<file path="config.mk">
export PLATFORM = sky130hd
export DESIGN_NAME = rstk_top
export DESIGN_NICKNAME = d
export VERILOG_FILES = /design/src/rtl/rstk_pkg.sv /design/src/rtl/rstk_ctrl.sv /design/src/rtl/rstk_cell.sv /design/src/rtl/rstk_top.sv
export SDC_FILE = /design/constraint.sdc
export NUM_CORES = 1
export LEC_CHECK = 0
export BUFFER_PORTS_ARGS = -buffer_cell sky130_fd_sc_hd__buf_2
export CAP_MARGIN = 20
export CELL_PAD_IN_SITES_DETAIL_PLACEMENT = 0
export CELL_PAD_IN_SITES_GLOBAL_PLACEMENT = 2
export CORE_AREA = 5 5 89 91
export CTS_CLUSTER_DIAMETER = 30
export CTS_CLUSTER_SIZE = 8
export DETAILED_ROUTE_END_ITERATION = 10
export DIE_AREA = 0 0 94 96
export HOLD_SLACK_MARGIN = 0.02
export PLACE_DENSITY_LB_ADDON = 0.1
export SYNTH_ARGS = -nofsm -noshare
export SYNTH_HDL_FRONTEND = slang
export SYNTH_SLANG_ARGS = --single-unit
</file>
<file path="constraint.sdc">
create_clock -name clk -period 1.2 [get_ports clk]
set_clock_uncertainty 0.15 [all_clocks]
set_input_delay 0.06 -clock clk [delete_from_list [all_inputs] [get_ports clk]]
set_output_delay 0.06 -clock clk [all_outputs]
set_load 0.01 [all_outputs]
</file>
<file path="src/rtl/rstk_pkg.sv">
package rstk_pkg;

    localparam int unsigned RSTK_W     = 12;
    localparam int unsigned RSTK_DEPTH = 4;

    typedef enum logic [1:0] {
        OP_HOLD    = 2'd0,
        OP_PUSH    = 2'd1,
        OP_POP     = 2'd2,
        OP_REPLACE = 2'd3
    } stk_op_e;

    function automatic stk_op_e decode_op(input logic push, input logic pop);
        stk_op_e op;
        unique case ({push, pop})
            2'b10:   op = OP_PUSH;
            2'b01:   op = OP_POP;
            2'b11:   op = OP_REPLACE;
            default: op = OP_HOLD;
        endcase
        return op;
    endfunction

endpackage

</file>
<file path="src/rtl/rstk_ctrl.sv">
module rstk_ctrl
    import rstk_pkg::*;
(
    input  logic    push_i,
    input  logic    pop_i,
    output stk_op_e op_o
);
    always_comb op_o = decode_op(push_i, pop_i);
endmodule

</file>
<file path="src/rtl/rstk_cell.sv">
module rstk_cell
    import rstk_pkg::*;
#(
    parameter int unsigned W      = RSTK_W,
    parameter bit          IS_TOP = 1'b0
) (
    input  logic         clk,
    input  logic         rst,
    input  stk_op_e      op_i,
    input  logic [W-1:0] above_i,
    input  logic [W-1:0] below_i,
    output logic [W-1:0] q_o
);
    always_ff @(posedge clk) begin
        if (rst) begin
            q_o <= '0;
        end else begin
            case (op_i)
                OP_PUSH:    q_o <= above_i;
                OP_POP:     q_o <= below_i;
                OP_REPLACE: if (IS_TOP) q_o <= above_i;
                default:    q_o <= q_o;
            endcase
        end
    end
endmodule

</file>
<file path="src/rtl/rstk_top.sv">
module rstk_top
    import rstk_pkg::*;
#(
    parameter int unsigned W     = RSTK_W,
    parameter int unsigned DEPTH = RSTK_DEPTH
) (
    input  logic         clk,
    input  logic         rst,
    input  logic         push_i,
    input  logic         pop_i,
    input  logic [W-1:0] push_data_i,
    output logic [W-1:0] top_o
);
    localparam int unsigned LAST = DEPTH - 1;

    stk_op_e        op;
    logic [W-1:0]   lvl [DEPTH];
    logic [W*DEPTH-1:0] lvl_flat;

    rstk_ctrl u_ctrl (
        .push_i (push_i),
        .pop_i  (pop_i),
        .op_o   (op)
    );

    for (genvar g = 0; g < DEPTH; g++) begin : g_lvl
        logic [W-1:0] above;
        logic [W-1:0] below;

        if (g == 0) begin : g_first
            assign above = push_data_i;
        end else begin : g_inner_a
            assign above = lvl[g-1];
        end

        // The deepest level feeds itself on a pop: it copies upward.
        if (g == LAST) begin : g_last
            assign below = lvl[g];
        end else begin : g_inner_b
            assign below = lvl[g+1];
        end

        rstk_cell #(.W(W), .IS_TOP(g == 0)) u_cell (
            .clk     (clk),
            .rst     (rst),
            .op_i    (op),
            .above_i (above),
            .below_i (below),
            .q_o     (lvl[g])
        );

        assign lvl_flat[g*W +: W] = lvl[g];
    end

    assign top_o = lvl[0];

endmodule

</file>
==> flow_results.org <==
** STA
- Final hold analysis gives a worst-case slack of 0.0577 ns.
- The final critical path takes up between 90% and 100% of the cycle.
- Setup repair after global routing could not meet its margin everywhere.
- Worst slew margin :: 74.9%
- The worst path in the final design needs a cycle of ~1.2 ns, including I/O delays and setup.
- The count of pins over their slew limit came to 0.
- Derived from the worst setup path, the maximum achievable clock frequency is 844 MHz.
- Number of endpoints with negative hold slack in the final report :: 0
- Actual transition at the worst max-transition pin :: approximately 0.38 ns
- For the final routed database, the setup TNS stands at 0 ns.
- Final setup viols :: 0

** Worst setup path
- Reg2reg start :: g_lvl[1].u_cell.q_o[7]
- Along the worst path, the maximum fanout reaches 13.
- Register-to-Register Setup Slack :: between 0.015 and 0.02 ns
- STA classifies the critical path endpoint as a register.
- Number of cells on the worst reg-to-reg path :: 2
- CP required :: around 1.3 ns
- The most critical setup path has its endpoint at g_lvl[0].u_cell.q_o[7].
- The most critical setup path has its startpoint at pop_i.
- Worst Setup Start Kind :: input pin
- The worst setup path is of the input pin to register kind.
- In this run the critical register-to-register path is captured at g_lvl[0].u_cell.q_o[7].
- Crit path arrival time :: about 1.3 ns

** Worst hold path
- The path class of the tightest hold or removal check is input pin to register.

** Detailed routing
- The routed layout has around 1800 vias.
- Detail-routed net length per standard cell :: ~15 µm
- Once detail routing completed, the nets flagged for antenna violations numbered 0.
- Number of iterations in the first detailed-routing pass :: 4
- After detailed routing, the number of remaining DRC violations is 0.
- In this run, the number of DRC markers left after iteration 0 of detailed routing was 55.
- Drt via density :: between 4 and 5
- Wires add up to approximately 5.7 mm.

** Flow run
- Total of max-cap violations :: 0

** Yosys
- Synthesis produced a netlist with a net count of 241.
- Total number of yosys warnings :: 0
- Yosys top cell by area :: sky130_fd_sc_hd__dfxtp_1
- In this run the biggest area consumer among cell types represents roughly 45% of the synthesized area.
- Yosys reg bits :: between 40 and 50
- For this run, the register share of the synthesized area comes to around 45%.
- Cell count after synthesis :: 220
- After synthesis, the cell types taking the most area are sky130_fd_sc_hd__dfxtp_1, sky130_fd_sc_hd__mux2i_1, sky130_fd_sc_hd__a211oi_1.
- Count of cell types in the netlist :: 14
- In this run the mean area of a mapped cell was between 9 and 10 µm².
- Cell area after synthesis :: 2150 µm²

** Global route
- Entering global routing, the biggest net connects between 40 and 50 pins.
- GRT Residual Overflow :: 0
- Vias in the first global route :: about 1900
- Global routing consumed, over all layers together, around 13% of the routing resources.
- The first global-routing pass estimated ~9.2 mm of wire.
- The number of antenna violations at the first check in global routing came to 0.

** Cells and area
- The net count of the finished layout is 300.
- Once layout is complete, the cells apart from fillers number roughly 380.
- Area occupied by multi-input gates :: roughly 1200 µm²
- Count of antenna diodes in the layout :: 0
- Compared with the post-synthesis result, the final layout area differs by 38.2%.
- After filler insertion, the fill cell instance count of the layout stands at between 700 and 800.
- The register with the most flip-flops in the layout has 48 of them.
- Top reg by flops :: g_lvl.u_cell.q_o
- The largest registers in the layout are g_lvl.u_cell.q_o: 48 flops.
- Share of final-layout standard cells stronger than drive strength 1 :: 34.6%
- Post-route cell area :: a little under 3000 µm²
- The sequential cells in the finished layout cover a total of roughly 1000 µm².

** Power and ir drop
- Static Leakage :: ~1.2 nW
- Maximum vdd drop :: 0.606 mV
- For this design the ratio of total power to cell area is about 1200 nW/µm².

** Floorplan
- In this run the count of I/O pins placed on the die edge is 28.
- Row generation in the floorplan step produced 31 rows.
- The floorplan step defined a core boundary enclosing a little over 7000 µm².
- Die outline area :: 9020 µm²
- X dimension of the die :: about 94 µm
- The initial utilization of the core area, before any placement, comes to a little under a third.
- Die outline height :: roughly 96 µm

** Clock tree
- Clock sink count :: 48
- H-tree level count :: 2
- Number of clock buffers inserted by TritonCTS :: 5
- Clock latency on the worst-skew pair, taken at its later pin, is ~0.30 ns.
- Buffers from clock root to sink, at most :: 2
- CTS placed an instance of sky130_fd_sc_hd__clkbuf_8 at the clock tree root.
- Clock-pin slew on the worst setup and hold paths :: 0.09 ns
- TritonCTS clock tree :: done

** Placement
- During placement, the flow inserted port buffers numbering 27.
- Post-DP HPWL :: approximately 3.6 mm
- Routability-driven placement finished with a final weighted congestion of 0.693.
- Placed Cells incl. Taps :: ~350
- Cell area after placement :: around 2600 µm²

** Outcome
- The run finished with clean final reports.
## critical path, stage by stage
cell                       delay [ns]
sky130_fd_sc_hd__buf_2           0.14
sky130_fd_sc_hd__inv_2           0.08
sky130_fd_sc_hd__ha_4            0.17
sky130_fd_sc_hd__buf_6           0.15
sky130_fd_sc_hd__or3b_4          0.40
sky130_fd_sc_hd__a311oi_2        0.24
## power by group
part	switching [W]	leakage, nW	internal (W)
Sequential	0.0000890	0.399	0.00173
Clock	0.000541	0.0552	0.000619
Combinational	0.000346	0.716	0.000396
Total	0.000976	1.17	0.00274
## per-stage QoR
step | setup WS (ns) | util (%) | total power (W)
3_3_place_gp | -0.218 | 36.6 | 0.00246
6_report | 0.0155 | 42.2 | 0.00372
2_1_floorplan | -0.000102 | - | 0.00222
4_1_cts | -0.00599 | 40.3 | 0.00371
5_1_grt | -0.0322 | 42.2 | 0.00393
3_5_place_dp | -0.304 | 36.6 | 0.00249
## cell usage in the layout, fill, tap and decap left out, drive strengths merged
master / instances
bufinv: 1
dfxtp: 48
o21ai: 12
mux2i: 36
clkbuf: 6
inv: 2
a311oi: 12
clkinvlp: 1
buf: 60
ha: 5
clkinv: 1
dlygate4sd3: 12
a211oi: 24
or3b: 12
nor2: 36
nor2b: 12
## area by class of cell
cell class / instances / share of cell area (%)
clock buffers: 6 / 2.44
clock inverters: 2 / 1.18
inverters: 3 / 0.504
multi-input cells: 149 / 39.8
flip-flops and latches: 48 / 32.7
well taps: 99 / 4.16
repair buffers: 72 / 19.1
## cell families after synthesis
group                      count (synthesis)  synth area share, %
and+or+nand+nor                           60                 14.6
AOI/OAI and AO/OA                         48                 16.0
DFF                                       48                 44.6
muxes                                     36                 16.7
buffers and inverters                     23                 5.05
adders and majority gates                  5                 2.91
## synth_stat cells
master                      n
sky130_fd_sc_hd__dfxtp_1   48
sky130_fd_sc_hd__buf_6      1
sky130_fd_sc_hd__mux2i_1   36
sky130_fd_sc_hd__a311oi_1  12
sky130_fd_sc_hd__buf_4      4
sky130_fd_sc_hd__clkbuf_1  15
sky130_fd_sc_hd__or3b_2     4
sky130_fd_sc_hd__inv_1      3
sky130_fd_sc_hd__a211oi_1  24
sky130_fd_sc_hd__o21ai_0   12
sky130_fd_sc_hd__or3b_1     8
sky130_fd_sc_hd__nor2b_1   12
sky130_fd_sc_hd__nor2_1    36
sky130_fd_sc_hd__ha_1       5
## per-layer routing
metal / global-route usage [%] / share of wire (%) / up-vias
met5: 0 / 0 / -
met4: 3.97 / 1.4 / 0
met3: 2.81 / 2.3 / 7
met2: 21.6 / 50 / 20
met1: 16.7 / 46 / 866
li1: - / - / 905
## worst min path at each step
stage                         start  slack (ns)  cells after the start                 endpoint
global placement     push_data_i[2]        0.20                      3   g_lvl[0].u_cell.q_o[2]
floorplan           push_data_i[10]        0.09                      2  g_lvl[0].u_cell.q_o[10]
CTS                             rst        0.04                      3   g_lvl[3].u_cell.q_o[7]
detailed placement   push_data_i[2]        0.21                      3   g_lvl[0].u_cell.q_o[2]
finish                          rst        0.06                      3   g_lvl[3].u_cell.q_o[9]
global route                    rst        0.07                      3  g_lvl[3].u_cell.q_o[10]
## repair_timing
item	CTS	global route
hold endpoints to repair	12	0
buffers inserted	2	6
hold buffers	12	0
pin swaps	4	11
resized for setup	8	15
setup endpoints to repair	6	13
Note: power is estimated with default switching activity, not from simulation.
